==> src/rtl/spi_regmap_pkg.sv <==
package spi_regmap_pkg;
  localparam int ADDR_W = 22;

  typedef enum logic [1:0] {
    KIND_RD = 2'b00,
    KIND_HC = 2'b01,
    KIND_WR = 2'b10,
    KIND_XX = 2'b11
  } xfer_kind_e;

  typedef enum logic {
    PWR_SLEEP  = 1'b0,
    PWR_ACTIVE = 1'b1
  } pwr_state_e;

  localparam logic [7:0] ID_CODE     = 8'h7C;
  localparam logic [7:0] HC_EXT_CLK  = 8'h44;
  localparam logic [7:0] HC_CLK_RATE = 8'h61;
  localparam logic [7:0] HC_CORE_RST = 8'h68;

  localparam logic [ADDR_W-1:0] ADDR_ID     = 22'h000000;
  localparam logic [ADDR_W-1:0] ADDR_CPURST = 22'h000001;
endpackage

==> src/rtl/spi_pin_sync.sv <==
module spi_pin_sync #(
  parameter int           N       = 3,
  parameter logic [N-1:0] RST_VAL = '0
) (
  input  logic         clk_i,
  input  logic         rst_ni,
  input  logic [N-1:0] async_i,
  output logic [N-1:0] sync_o
);
  for (genvar g = 0; g < N; g++) begin : g_bit
    logic [1:0] stg;
    always_ff @(posedge clk_i or negedge rst_ni) begin
      if (!rst_ni) stg <= {2{RST_VAL[g]}};
      else         stg <= {stg[0], async_i[g]};
    end
    assign sync_o[g] = stg[1];
  end
endmodule

==> src/rtl/spi_byte_shifter.sv <==
module spi_byte_shifter (
  input  logic       clk_i,
  input  logic       rst_ni,
  input  logic       start_i,
  input  logic       sel_i,
  input  logic       sck_i,
  input  logic       mosi_i,
  input  logic       load_i,
  input  logic [7:0] load_byte_i,
  output logic       load_slot_o,
  output logic       byte_done_o,
  output logic [7:0] rx_byte_o,
  output logic       miso_o
);
  logic       sck_q;
  logic [2:0] bit_cnt;
  logic [6:0] rx_sh;
  logic [7:0] tx_sh;
  logic       sck_rise, sck_fall;

  assign sck_rise = sck_i & ~sck_q;
  assign sck_fall = ~sck_i & sck_q;
  // first falling edge after a full byte: next MISO byte goes out here
  assign load_slot_o = sel_i & sck_fall & (bit_cnt == 3'd0);

  always_ff @(posedge clk_i or negedge rst_ni) begin
    if (!rst_ni) begin
      sck_q       <= 1'b0;
      bit_cnt     <= '0;
      rx_sh       <= '0;
      tx_sh       <= '0;
      byte_done_o <= 1'b0;
      rx_byte_o   <= '0;
    end else begin
      sck_q       <= sck_i;
      byte_done_o <= 1'b0;
      if (start_i) begin
        bit_cnt <= '0;
        tx_sh   <= '0;
      end else if (sel_i) begin
        if (sck_rise) begin
          rx_sh   <= {rx_sh[5:0], mosi_i};
          bit_cnt <= bit_cnt + 3'd1;
          if (bit_cnt == 3'd7) begin
            byte_done_o <= 1'b1;
            rx_byte_o   <= {rx_sh, mosi_i};
          end
        end
        if (sck_fall) tx_sh <= load_i ? load_byte_i : {tx_sh[6:0], 1'b0};
      end
    end
  end

  assign miso_o = sel_i & tx_sh[7];
endmodule

==> src/rtl/spi_host_ctrl.sv <==
module spi_host_ctrl import spi_regmap_pkg::*; #(
  parameter int         RST_CYCLES   = 2000,
  parameter logic [7:0] CLK_RATE_RST = 8'd60
) (
  input  logic       clk_i,
  input  logic       rst_ni,
  input  logic       wake_i,
  input  logic       cmd_i,
  input  logic [7:0] code_i,
  input  logic [7:0] param_i,
  output logic       active_o,
  output logic       ext_clk_o,
  output logic [7:0] clk_rate_o,
  output logic       busy_o
);
  localparam int CNT_W = $clog2(RST_CYCLES + 1);

  pwr_state_e       pwr;
  logic [CNT_W-1:0] rst_cnt;

  always_ff @(posedge clk_i or negedge rst_ni) begin
    if (!rst_ni) begin
      pwr        <= PWR_SLEEP;
      rst_cnt    <= '0;
      ext_clk_o  <= 1'b0;
      clk_rate_o <= CLK_RATE_RST;
    end else begin
      if (rst_cnt != '0) rst_cnt <= rst_cnt - 1'b1;
      case (pwr)
        PWR_SLEEP: begin
          if (wake_i) begin
            pwr     <= PWR_ACTIVE;
            rst_cnt <= CNT_W'(RST_CYCLES);
          end else if (cmd_i) begin
            if (code_i == HC_EXT_CLK)       ext_clk_o  <= 1'b1;
            else if (code_i == HC_CLK_RATE) clk_rate_o <= param_i;
          end
        end
        default: begin
          if (cmd_i && code_i == HC_CORE_RST) rst_cnt <= CNT_W'(RST_CYCLES);
        end
      endcase
    end
  end

  assign active_o = (pwr == PWR_ACTIVE);
  assign busy_o   = (rst_cnt != '0);
endmodule

==> src/rtl/spi_reg_store.sv <==
module spi_reg_store import spi_regmap_pkg::*; #(
  parameter int                DEPTH = 16,
  parameter logic [ADDR_W-1:0] BASE  = 22'h000010
) (
  input  logic              clk_i,
  input  logic              rst_ni,
  input  logic              active_i,
  input  logic              busy_i,
  input  logic              we_i,
  input  logic [ADDR_W-1:0] addr_i,
  input  logic [7:0]        wdata_i,
  output logic [7:0]        rdata_o
);
  localparam int IDX_W = $clog2(DEPTH);

  logic [7:0]        mem [DEPTH];
  logic [ADDR_W-1:0] off;
  logic              hit;

  assign off = addr_i - BASE;
  assign hit = (addr_i >= BASE) && (off < ADDR_W'(DEPTH));

  always_ff @(posedge clk_i or negedge rst_ni) begin
    if (!rst_ni) begin
      for (int i = 0; i < DEPTH; i++) mem[i] <= '0;
    end else if (we_i && active_i && hit) begin
      mem[off[IDX_W-1:0]] <= wdata_i;
    end
  end

  always_comb begin
    rdata_o = '0;
    if (active_i) begin
      if (addr_i == ADDR_ID)          rdata_o = ID_CODE;
      else if (addr_i == ADDR_CPURST) rdata_o = {7'd0, busy_i};
      else if (hit)                   rdata_o = mem[off[IDX_W-1:0]];
    end
  end
endmodule

==> src/rtl/spi_regmap_slave.sv <==
module spi_regmap_slave import spi_regmap_pkg::*; #(
  parameter int                DEPTH        = 16,
  parameter logic [ADDR_W-1:0] BASE         = 22'h000010,
  parameter int                RST_CYCLES   = 2000,
  parameter logic [7:0]        CLK_RATE_RST = 8'd60
) (
  input  logic       clk_i,
  input  logic       rst_ni,
  input  logic       sck_i,
  input  logic       cs_ni,
  input  logic       mosi_i,
  output logic       miso_o,
  output logic       active_o,
  output logic       ext_clk_o,
  output logic [7:0] clk_rate_o
);
  logic [2:0] pins_s;
  logic       cs_s, sck_s, mosi_s, cs_q;
  logic       sel, start, frame_end;

  spi_pin_sync #(.N(3), .RST_VAL(3'b100)) u_sync (
    .clk_i, .rst_ni,
    .async_i({cs_ni, sck_i, mosi_i}),
    .sync_o (pins_s)
  );
  assign {cs_s, sck_s, mosi_s} = pins_s;

  always_ff @(posedge clk_i or negedge rst_ni) begin
    if (!rst_ni) cs_q <= 1'b1;
    else         cs_q <= cs_s;
  end
  assign sel       = ~cs_s;
  assign start     = cs_q & ~cs_s;
  assign frame_end = ~cs_q & cs_s;

  logic       load_slot, ld, byte_done;
  logic [7:0] rx_byte, rd_data;

  spi_byte_shifter u_shift (
    .clk_i, .rst_ni,
    .start_i    (start),
    .sel_i      (sel),
    .sck_i      (sck_s),
    .mosi_i     (mosi_s),
    .load_i     (ld),
    .load_byte_i(rd_data),
    .load_slot_o(load_slot),
    .byte_done_o(byte_done),
    .rx_byte_o  (rx_byte),
    .miso_o     (miso_o)
  );

  // byte_cnt counts full bytes of the frame, saturating at 4 (past the dummy byte)
  logic [2:0]        byte_cnt;
  xfer_kind_e        kind;
  logic [ADDR_W-1:0] addr;
  logic [7:0]        hc_code, hc_param;
  logic              hc_zero, wr_en;

  assign wr_en = byte_done && (byte_cnt >= 3'd3) && (kind == KIND_WR);
  assign ld    = load_slot && (kind == KIND_RD) && (byte_cnt == 3'd4);

  always_ff @(posedge clk_i or negedge rst_ni) begin
    if (!rst_ni) begin
      byte_cnt <= '0;
      kind     <= KIND_XX;
      addr     <= '0;
      hc_code  <= '0;
      hc_param <= '0;
      hc_zero  <= 1'b0;
    end else if (start) begin
      byte_cnt <= '0;
    end else if (byte_done) begin
      case (byte_cnt)
        3'd0: begin
          kind              <= xfer_kind_e'(rx_byte[7:6]);
          addr[ADDR_W-1:16] <= rx_byte[5:0];
          hc_code           <= rx_byte;
        end
        3'd1: begin
          addr[15:8] <= rx_byte;
          hc_param   <= rx_byte;
        end
        3'd2: begin
          addr[7:0] <= rx_byte;
          hc_zero   <= (rx_byte == 8'h00);
        end
        default: if (wr_en) addr <= addr + 1'b1;
      endcase
      if (byte_cnt != 3'd4) byte_cnt <= byte_cnt + 3'd1;
    end else if (ld) begin
      addr <= addr + 1'b1;
    end
  end

  logic cmd_frame, wake, host_cmd, cpu_busy;
  assign cmd_frame = frame_end && (byte_cnt == 3'd3);
  assign wake      = cmd_frame && (kind == KIND_RD) && (addr == '0);
  assign host_cmd  = cmd_frame && (kind == KIND_HC) && hc_zero;

  spi_host_ctrl #(.RST_CYCLES(RST_CYCLES), .CLK_RATE_RST(CLK_RATE_RST)) u_host (
    .clk_i, .rst_ni,
    .wake_i    (wake),
    .cmd_i     (host_cmd),
    .code_i    (hc_code),
    .param_i   (hc_param),
    .active_o  (active_o),
    .ext_clk_o (ext_clk_o),
    .clk_rate_o(clk_rate_o),
    .busy_o    (cpu_busy)
  );

  spi_reg_store #(.DEPTH(DEPTH), .BASE(BASE)) u_store (
    .clk_i, .rst_ni,
    .active_i(active_o),
    .busy_i  (cpu_busy),
    .we_i    (wr_en),
    .addr_i  (addr),
    .wdata_i (rx_byte),
    .rdata_o (rd_data)
  );
endmodule

==> config.mk <==
export PLATFORM = sky130hd
export DESIGN_NAME = spi_regmap_slave
export DESIGN_NICKNAME = d
export VERILOG_FILES = /design/src/rtl/spi_regmap_pkg.sv /design/src/rtl/spi_pin_sync.sv /design/src/rtl/spi_byte_shifter.sv /design/src/rtl/spi_host_ctrl.sv /design/src/rtl/spi_reg_store.sv /design/src/rtl/spi_regmap_slave.sv
export SDC_FILE = /design/constraint.sdc
export NUM_CORES = 1
export LEC_CHECK = 0
export ABC_AREA = 1
export BUFFER_PORTS_ARGS = -buffer_cell sky130_fd_sc_hd__buf_2
export CORE_MARGIN = 2
export CORE_UTILIZATION = 35
export DETAILED_ROUTE_END_ITERATION = 12
export PLACE_DENSITY = 0.46
export SKIP_LAST_GASP = 1
export SLEW_MARGIN = 20
export SYNTH_ARGS = -nofsm -noshare
export SYNTH_HDL_FRONTEND = slang
export SYNTH_SLANG_ARGS = --single-unit
export TNS_END_PERCENT = 100
==> constraint.sdc <==
create_clock -name clk_i -period 5.6 [get_ports clk_i]
set_clock_uncertainty 0.2 [all_clocks]
set_input_delay 0.56 -clock clk_i [delete_from_list [all_inputs] [get_ports clk_i]]
set_output_delay 0.56 -clock clk_i [all_outputs]
set_load 0.02 [all_outputs]
# --- Word level (Yosys, flattened, before mapping) ---
# Index checks and enable logic that the tools add are counted.
classes:
  addsub: 5
  magnitude_cmp: 5
  n_eq_ne: 19
  muxes: 36
  bitwise_logic: 16
  reduce_logical: 41
ops:
  columns: ["cell", "count"]
  rows:
  - ["128-bit bitwise mux", 1]
  - ["8-bit two-way mux", 11]
  - ["22-bit two-way mux", 3]
  - ["11-bit two-way mux", 4]
  - ["8-bit binary-select mux with 4-bit select", 1]
  - ["8-bit demux with 4-bit select", 1]
  - ["8-bit one-hot mux with 2 select lines", 2]
  - ["8-bit by 7-bit == test with 1-bit output (second input constant)", 3]
  - ["22-bit by 1-bit adder with 22-bit output (second input constant)", 1]
  - ["22-bit by 1-bit == test with 1-bit output (second input constant)", 1]
  - ["22-bit by 5-bit greater-or-equal comparator with 1-bit output (second input constant)", 1]
  - ["22-bit zero test", 1]
  - ["22-bit by 5-bit < comparator with 1-bit output (second input constant)", 1]
  - ["22-bit by 5-bit subtractor with 22-bit output (second input constant)", 1]
  - ["4-bit AND reduction", 5]
  - ["3-bit two-way mux", 6]
  - ["1-bit logical AND", 14]
  - ["6-bit one-hot mux with 2 select lines", 1]
  - ["3-bit AND reduction", 4]
  - ["11-bit nonzero test", 1]
  - ["11-bit by 1-bit subtractor with 11-bit output (second input constant)", 1]
  - ["2-bit nonzero test", 5]
  - ["3-bit by 2-bit != test with 1-bit output (second input constant)", 3]
  - ["8-bit zero test", 1]
  - ["20 further kinds", 49]
totals:
  register_bits: 228
  in_bits: 5
  out_inout_bits: 11

# --- Longest topological paths before layout ---
# Gate-level depths: netlist of run 1.
logic_depth:
  depth_word: 13
  mapped_depth: 16
  mapped_depth_nobuf: 15

# --- By module ---
# Synthesis of run 1 repeated with hierarchy kept, for this count alone.
unflattened:
  cells_unflattened: 1643
  area_unflattened_um2: 12515.8
by_module_without_submodules:
  columns: ["module", "instances", "cells_each", "area_per_inst_um2"]
  rows:
  - ["spi_reg_store", 1, 900, 6939.2]
  - ["spi_regmap_slave", 1, 411, 2826.5]
  - ["spi_byte_shifter", 1, 164, 1363.8]
  - ["spi_host_ctrl", 1, 159, 1211.2]
  - ["spi_pin_sync", 1, 9, 175.2]

# --- Worst setup path after synthesis of run 1 ---
# OpenSTA, ideal clock, no wires.
synth_timing:
  path_type: "flip-flop to flip-flop"
  startpoint: "reg addr[0]"
  endpoint: "reg u_host.clk_rate_o[0]"
  arrival_time_ns: 2.286
  path_slack_ns: 2.983
  path_stages_with_launch: 13
  synth_period_minus_slack_ns: 2.617
  cell_sequence: "dfrtp_1 -> inv_1 -> clkbuf_1 -> clkbuf_1 -> ha_1 -> nand2_1 -> nor2_1 -> nand4_1 -> nand2_1 -> inv_1 -> nand4_1 -> clkbuf_1 -> o21ai_0"
synth_between:
  elab_chain_cells: 4
synth_lines:
  columns: ["item", "line_no", "source"]
  rows:
  - ["from (decl)", "spi_regmap_slave.sv:56", "logic [ADDR_W-1:0] addr;"]
  - ["from (signal, indexed assignment)", "spi_regmap_slave.sv:77", "addr[ADDR_W-1:16] <= rx_byte[5:0];"]
  - ["from (signal assigned)", "spi_regmap_slave.sv:85", "addr[7:0] <= rx_byte;"]
  - ["from (signal assigned)", "spi_regmap_slave.sv:88", "default: if (wr_en) addr <= addr + 1'b1;"]
  - ["22-bit zero test", "spi_regmap_slave.sv:98", "assign wake = cmd_frame && (kind == KIND_RD) && (addr == '0);"]
  - ["1-bit logical AND", "spi_regmap_slave.sv:98", null]
  - ["1-bit inverter (no source line)", null, null]
  - ["5-bit AND reduction (no source line)", null, null]
  - ["to (signal assigned)", "spi_host_ctrl.sv:36", "else if (code_i == HC_CLK_RATE) clk_rate_o <= param_i;"]
  - ["to (decl)", "spi_host_ctrl.sv:13", "output logic [7:0] clk_rate_o,"]
# No other way between the ends.
# A chain may end at the register's enable or synchronous reset.

# --- Worst setup path after layout of run 1 ---
layout_timing:
  startpoint: "reg addr[1]"
  endpoint: "reg addr[16]"
layout_between:
  elab_chain_cells: 4
layout_lines:
  columns: ["item", "line_no", "source"]
  rows:
  - ["22-bit by 1-bit adder with 22-bit output (*)", "spi_regmap_slave.sv:88, spi_regmap_slave.sv:92", null]
  - ["22-bit two-way mux", "spi_regmap_slave.sv:88", null]
  - ["6-bit one-hot mux with 2 select lines", "spi_regmap_slave.sv:74", "case (byte_cnt)"]
  - ["22-bit two-way mux (*)", "spi_regmap_slave.sv:73", "end else if (byte_done) begin"]
# Every way passes the cells marked *; elsewhere a longest branch is shown, timed or not. The select of a mux whose other input is x is not followed.

==> flow_summary.json, run 1 <==
{
  "antenna_cells": 0,
  "min_from": "u_sync.g_bit[0].stg[0]$_DFF_PN0_",
  "whs_ns": 0.150,
  "p_int_mw": 2.95,
  "p_clk_share_pct": 53.8,
  "drt_first_pass_iters": 4,
  "slew_headroom_pct": 37.9,
  "insertion_delay_ns": 0.55,
  "min_period_over_period_pct": 61.2,
  "antenna_found_initial": 0,
  "synth_cells": 1590,
  "seqPwrFrac_pct": 44.4,
  "cellLeakagePower_nw": 6.70,
  "clkTransAtPathRegs_ns": 0.06,
  "rsz0062_at_grt": "no",
  "dp_hpwl_um": 23900,
  "fmax_mhz": 292,
  "hold_class": "reg -> reg",
  "gr-usage-all-layers_pct": 19.8,
  "cts_buffers": 28,
  "multiInputGateArea_sq_um": 5730,
  "crit_start": "addr[1]$_DFFE_PN0P_",
  "vias_per_cell": 5.20,
  "grt-ovfl-total": 0,
  "start_util_pct": 35.5,
  "vias": 10700,
  "die_w_um": 194,
  "layout.nets": 1592,
  "io_buffers": 15,
  "switchingPower_mw": 0.806,
  "cts_htree_levels": 1,
  "cts_root_buf": "clkbuf_16",
  "finalSetupViolations": 0,
  "grt_max_degree": 132,
  "ff_latch_area_sq_um": 5720,
  "max_cap_viol_count": 0,
  "drc": 0,
  "synth_area_per_cell_sq_um": 7.93,
  "fin_util_pct": 38.7,
  "synth_seq_cells": 228,
  "dieHeight_um": 194,
  "cp_data_arrival_time_ns": 3.65,
  "io_pins": 16,
  "cts_buffer_depth": 3,
  "slew_viol_final": 0,
  "worst_slew_pin_slew_ns": 0.928,
  "yosys_warnings": 0,
  "gp_congestion": 0.872,
  "worstPathRequired_ns": 5.82,
  "grt_first_pass_wirelength_um": 59700,
  "wire_per_inst_um": 18.1,
  "routed_wl_um": 37200,
  "cp-end-kind": "flop",
  "seq_area_frac_synth_pct": 45.4,
  "status": "finished clean",
  "syn_area_sq_um": 12600,
  "critPathMaxFanout": 35,
  "post-route-min-period_ns": 3.43,
  "vdd_drop_max_uv": 272,
  "drive_above_1_share_pct": 9.27,
  "synth_nets": 1608,
  "p_comb_share_pct": 1.8,
  "r2r_start": "addr[1]$_DFFE_PN0P_",
  "cts_tree": "built",
  "num-fill-cells": 3726,
  "sw_frac_of_total_pct": 21.4,
  "coreArea_sq_um": 35500,
  "ys_types": 43,
  "drt_iter0_markers": 750,
  "final.setup.tns_ns": 0,
  "detail-route-antenna-nets": 0,
  "dieArea_sq_um": 37500,
  "cp-start-kind": "flop",
  "fp-row-count": 69,
  "crit_type": "reg -> reg",
  "numClockSinks": 228,
  "hold_violations": 0,
  "first_global_vias": 10400,
  "syn_to_final_growth_pct": 9.08,
  "p_per_area_nw_per_um2": 274
}
[Yosys cell counts, drive strengths merged]
| cell type | n | area, sq um |
|---|---|---|
| a211oi | 2 | 15.0 |
| a21oi | 36 | 180 |
| a22o | 4 | 35.0 |
| a22oi | 4 | 30.0 |
| a31o | 1 | 8.76 |
| a31oi | 1 | 6.26 |
| and2 | 1 | 6.26 |
| and3 | 1 | 6.26 |
| buf | 35 | 390 |
| clkbuf | 50 | 408 |
| clkinv | 3 | 11.3 |
| dfrtp | 219 | 5480 |
| dfstp | 9 | 236 |
| ha | 13 | 163 |
| inv | 94 | 353 |
| nand2 | 609 | 2320 |
| nand3 | 87 | 578 |
| nand3b | 2 | 15.0 |
| nand4 | 140 | 888 |
| nor2 | 138 | 664 |
| nor3 | 11 | 55.1 |
| nor4 | 4 | 25.0 |
| o211ai | 3 | 22.5 |
| o21ai | 91 | 455 |
| o22ai | 8 | 50.1 |
| o31ai | 4 | 30.0 |
| o41ai | 1 | 8.76 |
| or2 | 2 | 12.5 |
| xnor2 | 1 | 8.76 |
| xor2 | 16 | 140 |
[critical path: stages (launching register included)]
cell,delay (ns)
dfrtp_1,0.34
buf_4,0.39
ha_1,0.25
inv_1,0.15
nor2_1,0.75
nand4_1,0.28
nor2_1,0.32
nand3_1,0.17
nor2_1,0.14
xor2_1,0.08
o21ai_0,0.16
nand2_1,0.07
[layer usage]
layer | global-route usage, % | routed length [um]
met5 | 0 | 0
met4 | 4.86 | 694
met3 | 2.97 | 1940
met1 | 29.2 | 18000
met2 | 30.3 | 16500
[flip-flops by register name, indices dropped and copies added, names as in the netlist, 6 cells and up]
| name | count |
|---|---|
| u_store.mem | 128 |
| addr | 22 |
| u_host.rst_cnt | 11 |
| hc_code | 8 |
| hc_param | 8 |
| u_host.clk_rate_o | 8 |
| u_shift.rx_byte_o | 8 |
| u_shift.tx_sh | 8 |
| u_shift.rx_sh | 7 |
| u_sync.g_bit.stg | 6 |
[power by group through the flow]
stage	Clock [mW]	Combinational, mW	Sequential, mW
floorplan	0	0.0223	1.70
global placement	0	0.0695	1.70
detailed placement	0	0.0695	1.70
CTS	2.07	0.0722	1.67
global route	2.14	0.0807	1.67
finish	2.02	0.0679	1.67
[timing repair]
item | CTS | global route
buffers inserted | 0 | 0
setup endpoints to repair | 0 | 0
resized for setup | 0 | 0
endpoints found under the hold margin | 98 | 0
hold buffers | 4 | 0
[worst paths after layout]
path | end | slack (ns) | cells past startpoint
min in group asynchronous | u_host.clk_rate_o[1]$_DFFE_PN0P_ | 0.41 | 2
worst max register to register | addr[16]$_DFFE_PN0P_ | 2.17 | 11
worst min-delay path | u_sync.g_bit[0].stg[1]$_DFF_PN0_ | 0.15 | 0
worst max-delay path | addr[16]$_DFFE_PN0P_ | 2.17 | 11
max in group asynchronous | addr[0]$_DFFE_PN0P_ | 3.55 | 3
worst min register to register | u_sync.g_bit[0].stg[1]$_DFF_PN0_ | 0.15 | 0
[cell families after synthesis]
logic type | Yosys count | share of synthesized area (%)
flip-flops | 228 | 45.4
AO/OA/AOI/OAI | 155 | 6.68
XOR/XNOR | 17 | 1.18
AND/OR/NAND/NOR | 995 | 36.3
adder cells (fa/ha/maj) | 13 | 1.29
buffers and inverters | 182 | 9.22
[layout by cell type, fill, tap and decap left out, types with 5 or more instances in the layout]
master,n
xor2_1,16
inv_1,93
dfrtp_1,218
a21oi_1,36
nor3_1,11
nand2_1,602
nor2_2,15
nor2_4,9
nand4_1,138
o21ai_0,91
buf_2,14
buf_4,17
clkinv_2,6
ha_1,13
o22ai_1,8
dfstp_2,9
clkbuf_8,8
nor2_1,111
clkbuf_16,29
nand3_4,11
nand3_1,75
bufinv_16,5
[area by class of cell]
| class | count | area share (%) |
|---|---|---|
| sequential | 228 | 41.6 |
| timing repair buffer | 39 | 2.28 |
| multi-input combinational | 1180 | 41.7 |
| tap | 461 | 4.20 |
| clock inverter | 14 | 1.49 |
| clock buffer | 38 | 6.11 |
| inverter | 97 | 2.65 |
[metrics by stage]
stage          worst slack (ns)  area, sq um  instances  power (mW)
6_report                   2.17        13700       2057        3.76
3_5_place_dp               2.26        12700       2001        1.77
5_1_grt                    1.90        13700       2057        3.89
2_1_floorplan              2.98        12600       1590        1.72
4_1_cts                    2.23        13700       2057        3.81
3_3_place_gp               2.24        12700       2001        1.77
Power figures use the tool's default switching activity.
==> inputs of run 2 (changes only) <==
PLACE_DENSITY = 0.48   (was 0.46)
clock period = 2.8 ns   (was 5.6 ns; I/O delays follow)
==> run 2 against run 1 <==
Via count increased by 0.66%. Worst hold slack worse by 0.088 ns. Total power up 90%. Final cell count is 2.9% higher. Largest cell class unchanged. Highest routed layer unchanged.
==> flow_summary.json, run 2 (synthesis results as in run 1) <==
{
  "multiInputGateArea_sq_um": 5760,
  "grt-ovfl-total": 0,
  "crit_type": "reg -> reg",
  "min_period_over_period_pct": 94.1,
  "num-fill-cells": 3696,
  "slew_headroom_pct": 54.4,
  "start_util_pct": 35.5,
  "fin_util_pct": 40.0,
  "reg_top3": "u_store.mem x128, addr x22, u_host.rst_cnt x11",
  "first_global_vias": 10400,
  "antenna_found_initial": 0,
  "gp_congestion": 0.857,
  "regMostFlops": "u_store.mem",
  "io_buffers": 15,
  "cp_common_cell": "nand2_1",
  "cts_root_buf": "clkbuf_16",
  "crit_chain": "nor2_4, nand2_4, nand2_1, nand3_1, nor4_1, nand4_2, nor2_8, buf_12, buf_12, nand3_4, nand2_1, nand2_1",
  "layout.nets": 1654,
  "grt_first_pass_wirelength_um": 60200,
  "final_cells": 2116,
  "syn_to_final_growth_pct": 12.6,
  "fp-row-count": 69,
  "worst_slew_pin_slew_ns": 0.683,
  "antenna_cells": 0,
  "hold_class": "in -> async",
  "critical_path.max_stage_delay_ns": 0.45,
  "drt_iter0_markers": 737,
  "setup_slack_ns": 0.166,
  "dp.cells": 2060,
  "dieArea_sq_um": 37500,
  "vdd_drop_max_uv": 410,
  "final.setup.tns_ns": 0,
  "status": "finished clean",
  "whs_ns": 0.0614,
  "dpl_cell_area_sq_um": 13200,
  "p_per_area_nw_per_um2": 504,
  "clkTransAtPathRegs_ns": 0.06,
  "die_w_um": 194,
  "cts_buffers": 29,
  "vias_per_cell": 5.08,
  "dieHeight_um": 194,
  "max_cap_viol_count": 0,
  "cts_buffer_depth": 3,
  "detail-route-antenna-nets": 0,
  "final_cell_area_sq_um": 14200,
  "cts_tree": "built",
  "routed_wl_um": 37400,
  "drt_first_pass_iters": 5,
  "post-route-min-period_ns": 2.63,
  "hold_violations": 0,
  "gr-usage-all-layers_pct": 19.9,
  "numClockSinks": 228,
  "cp_data_arrival_time_ns": 2.87,
  "vias": 10800,
  "cellLeakagePower_nw": 6.97,
  "finalSetupViolations": 0,
  "critPathMaxFanout": 28,
  "drive_above_1_share_pct": 12.6,
  "dp_hpwl_um": 25200,
  "drc": 0,
  "cp-start-kind": "flop",
  "insertion_delay_ns": 0.54,
  "wire_per_inst_um": 17.7,
  "pre_cts_ws_ns": 0.0106,
  "coreArea_sq_um": 35500,
  "largest_register_ffs": 128,
  "rsz0062_at_grt": "no",
  "worst_path_max_delay_cell": "dfrtp_2",
  "slew_viol_final": 0,
  "grt_max_degree": 62,
  "io_pins": 16,
  "cts_htree_levels": 1,
  "power_mw": 7.16,
  "cp-end-kind": "flop",
  "final_cell_mix": "602 x nand2_1, 216 x dfrtp_1, 138 x nand4_1",
  "layout_commonest_cell": "nand2_1",
  "worstPathRequired_ns": 3.03,
  "ff_latch_area_sq_um": 5720,
  "fmax_mhz": 380
}
-- run 2: cell count changes in the layout (fill, tap and decap cells not counted), moves of 2 or more --
cell / delta
dfrtp_2: +2
bufinv_16: -4
buf_12: +5
buf_4: +55
clkinv_2: -4
nor2_1: -4
nor2_4: +3
clkinv_4: -2
dfrtp_1: -2
clkbuf_1: +6
-- run 2: per-layer routing --
layer | vias up | part of all wire [%] | GRT usage, %
met1 | 5188 | 49 | 29.4
met3 | 57 | 3.5 | 2.31
met4 | 0 | 2.0 | 4.55
met5 | - | 0 | 0
li1 | 5346 | - | -
met2 | 168 | 45 | 31.3
-- run 2: final timing paths --
path | depth (start not counted) | slack (ns) | endpoint | from
hold reg to reg | 0 | 0.15 | u_sync.g_bit[0].stg[1]$_DFF_PN0_ | u_sync.g_bit[0].stg[0]$_DFF_PN0_
min in group clk_i | 0 | 0.15 | u_sync.g_bit[0].stg[1]$_DFF_PN0_ | u_sync.g_bit[0].stg[0]$_DFF_PN0_
max in group asynchronous | 3 | 1.56 | u_store.mem[31]$_DFFE_PN0P_ | rst_ni
setup reg to reg | 12 | 0.17 | u_store.mem[68]$_DFFE_PN0P_ | addr[6]$_DFFE_PN0P_
hold / removal | 2 | 0.06 | hc_code[4]$_DFFE_PN0P_ | rst_ni
setup / recovery | 12 | 0.17 | u_store.mem[68]$_DFFE_PN0P_ | addr[6]$_DFFE_PN0P_
-- run 2: area by class of cell --
type,instances,share of cell area (%)
clock buffers,45,6.17
clock inverters,5,0.397
inverters,97,2.57
multi-input cells,1180,40.6
flip-flops and latches,228,40.3
well taps,461,4.06
repair buffers,100,5.90
-- run 2: power breakdown --
part	internal (mW)	switching, mW
clock network	2.22	1.46
logic	0.0344	0.112
registers	3.33	0.0151
total	5.58	1.58
-- run 2: worst max-delay path: cells and delay by family, from the launching register on --
kind	cells	cell delay, ns
buffers and inverters	2	0.33
flip-flops	1	0.45
AND/OR/NAND/NOR	10	1.52
-- run 2: timing repair --
action | in CTS | in global routing
gates resized for setup | 1 | 10
hold endpoints to repair | 224 | 0
buffers inserted | 0 | 2
endpoints found under the setup margin | 1 | 109
pin swaps | 0 | 3
hold buffers | 4 | 0
==> inputs of run 3 (changes only) <==
REMOVE_ABC_BUFFERS = 1   (was unset)
==> run 3 against run 2 <==
Count of clock-buffer cells in the layout down 2. Utilization fell by 0.22 points. Maximum frequency grew 1.1%. Global-route usage about the same. Combinational power hardly changed. Final area decreased by 0.55%. Largest power group unchanged. Highest routed layer unchanged.
==> flow_summary.json, run 3 (synthesis results as in run 1) <==
{
  "status": "finished clean",
  "p_int_mw": 5.54,
  "cts_root_buf": "clkbuf_16",
  "antenna_cells": 0,
  "fmax_mhz": 384,
  "final_cell_mix": "602 x nand2_1, 217 x dfrtp_1, 138 x nand4_1",
  "post-route-min-period_ns": 2.61,
  "setup_slack_ns": 0.194,
  "cp-end-kind": "flop",
  "die_w_um": 194,
  "slew_viol_final": 0,
  "cp-start-kind": "flop",
  "drive_above_1_share_pct": 11.7,
  "reg_top3": "u_store.mem x128, addr x22, u_host.rst_cnt x11",
  "max_cap_viol_count": 0,
  "seqPwrFrac_pct": 46.9,
  "num-fill-cells": 3636,
  "dieArea_sq_um": 37500,
  "switchingPower_mw": 1.58,
  "critical_path.max_stage_delay_ns": 0.46,
  "cts_buffers": 28,
  "insertion_delay_ns": 0.56,
  "grt-ovfl-total": 0,
  "vdd_drop_max_uv": 492,
  "regMostFlops": "u_store.mem",
  "fp-row-count": 69,
  "layout_commonest_cell": "nand2_1",
  "cp_common_cell": "nand2_1",
  "cts_buffer_depth": 3,
  "first_global_vias": 10400,
  "dieHeight_um": 194,
  "min_period_over_period_pct": 93.1,
  "numClockSinks": 228,
  "crit_chain": "nor2_4, inv_1, nor2_2, nand2_1, nand2_1, nand3_2, nor2_1, nand4_2, nor2_8, buf_2, buf_4, clkbuf_16, nand4_1, nand2_1",
  "worst_slew_pin_slew_ns": 0.920,
  "io_buffers": 15,
  "clkTransAtPathRegs_ns": 0.06,
  "cts_htree_levels": 1,
  "worstPathRequired_ns": 3.10,
  "sw_frac_of_total_pct": 22.2,
  "layout.nets": 1642,
  "largest_register_ffs": 128,
  "cts_tree": "built",
  "detail-route-antenna-nets": 0,
  "cp_data_arrival_time_ns": 2.90,
  "gr-usage-all-layers_pct": 19.9,
  "io_pins": 16,
  "grt_first_pass_wirelength_um": 60100,
  "cellLeakagePower_nw": 6.91,
  "coreArea_sq_um": 35500,
  "antenna_found_initial": 0,
  "hold_violations": 0,
  "pre_cts_ws_ns": 0.0873,
  "rsz0062_at_grt": "no",
  "drc": 0,
  "vias": 10700,
  "syn_to_final_growth_pct": 12.0,
  "grt_max_degree": 80,
  "crit_type": "reg -> reg",
  "start_util_pct": 35.5,
  "power_mw": 7.13,
  "drt_first_pass_iters": 6,
  "finalSetupViolations": 0,
  "p_per_area_nw_per_um2": 505,
  "drt_iter0_markers": 946,
  "critPathMaxFanout": 23,
  "gp_congestion": 0.890,
  "dp_hpwl_um": 24400,
  "routed_wl_um": 37500,
  "slew_headroom_pct": 38.5,
  "p_comb_share_pct": 2.1,
  "wire_per_inst_um": 17.8,
  "p_clk_share_pct": 51.0,
  "hold_class": "in -> async",
  "vias_per_cell": 5.08,
  "worst_path_max_delay_cell": "dfrtp_1"
}
==> run 3: metrics by stage <==
| step | area (sq um) | util, % | cells | TNS (ns) | hold slack [ns] |
|---|---|---|---|---|---|
| finish | 14100 | 39.8 | 2106 | 0 | 0.123 |
| global route | 14100 | 39.8 | 2106 | 0 | 0.151 |
| CTS | 14000 | 39.5 | 2098 | 0 | 0.131 |
| detailed placement | 13100 | 36.8 | 2043 | 0 | 0.137 |
| global placement | 13100 | 36.8 | 2043 | 0 | 0.138 |
| floorplan | 11800 | - | 1505 | -572.92 | -0.216 |
==> run 3: critical path: cells and delay by family, from the launching register on <==
family	cells	cell delay, ns
AND/OR/NAND/NOR	10	1.23
buffers and inverters	4	0.63
flip-flops	1	0.46
==> run 3: final timing paths <==
check | from | to | slack, ns | depth (start not counted)
max in group asynchronous | rst_ni | u_host.clk_rate_o[5]$_DFFE_PN1P_ | 1.43 | 3
min reg2reg | u_sync.g_bit[1].stg[0]$_DFF_PN0_ | u_sync.g_bit[1].stg[1]$_DFF_PN0_ | 0.15 | 0
min in group clk_i | u_sync.g_bit[1].stg[0]$_DFF_PN0_ | u_sync.g_bit[1].stg[1]$_DFF_PN0_ | 0.15 | 0
max reg2reg | addr[8]$_DFFE_PN0P_ | u_store.mem[17]$_DFFE_PN0P_ | 0.19 | 14
max | addr[8]$_DFFE_PN0P_ | u_store.mem[17]$_DFFE_PN0P_ | 0.19 | 14
min | rst_ni | u_store.mem[42]$_DFFE_PN0P_ | 0.12 | 2
==> run 3: final cells by class <==
cell class,count,area (sq um),area share [%]
inverter,97,364,2.58
multi-input combinational,1180,5750,40.7
sequential,228,5720,40.5
clock inverter,8,92.6,0.656
timing repair buffer,89,796,5.64
tap,461,577,4.09
clock buffer,43,818,5.80
==> run 3: layer usage <==
metal  track usage, %  share of wire (%)  vias to the layer above
met1             29.3                 49                     5089
met3             2.68                4.0                       60
met5                0                  0                        -
met2             30.8                 45                      237
li1                 -                  -                     5314
met4             5.15                2.6                        0
==> run 3: power groups by stage <==
| stage | clock network (mW) | registers, mW | logic (mW) |
|---|---|---|---|
| 2_1_floorplan | 0 | 3.40 | 0.0436 |
| 3_3_place_gp | 0 | 3.40 | 0.148 |
| 3_5_place_dp | 0 | 3.40 | 0.150 |
| 4_1_cts | 3.74 | 3.34 | 0.155 |
| 5_1_grt | 3.85 | 3.34 | 0.176 |
| 6_report | 3.64 | 3.34 | 0.147 |
==> run 3: what timing repair did <==
action,CTS,global route
buffers inserted,0,6
resized for setup,0,6
hold buffers,4,0
endpoints found under the setup margin,0,125
hold endpoints to repair,76,0
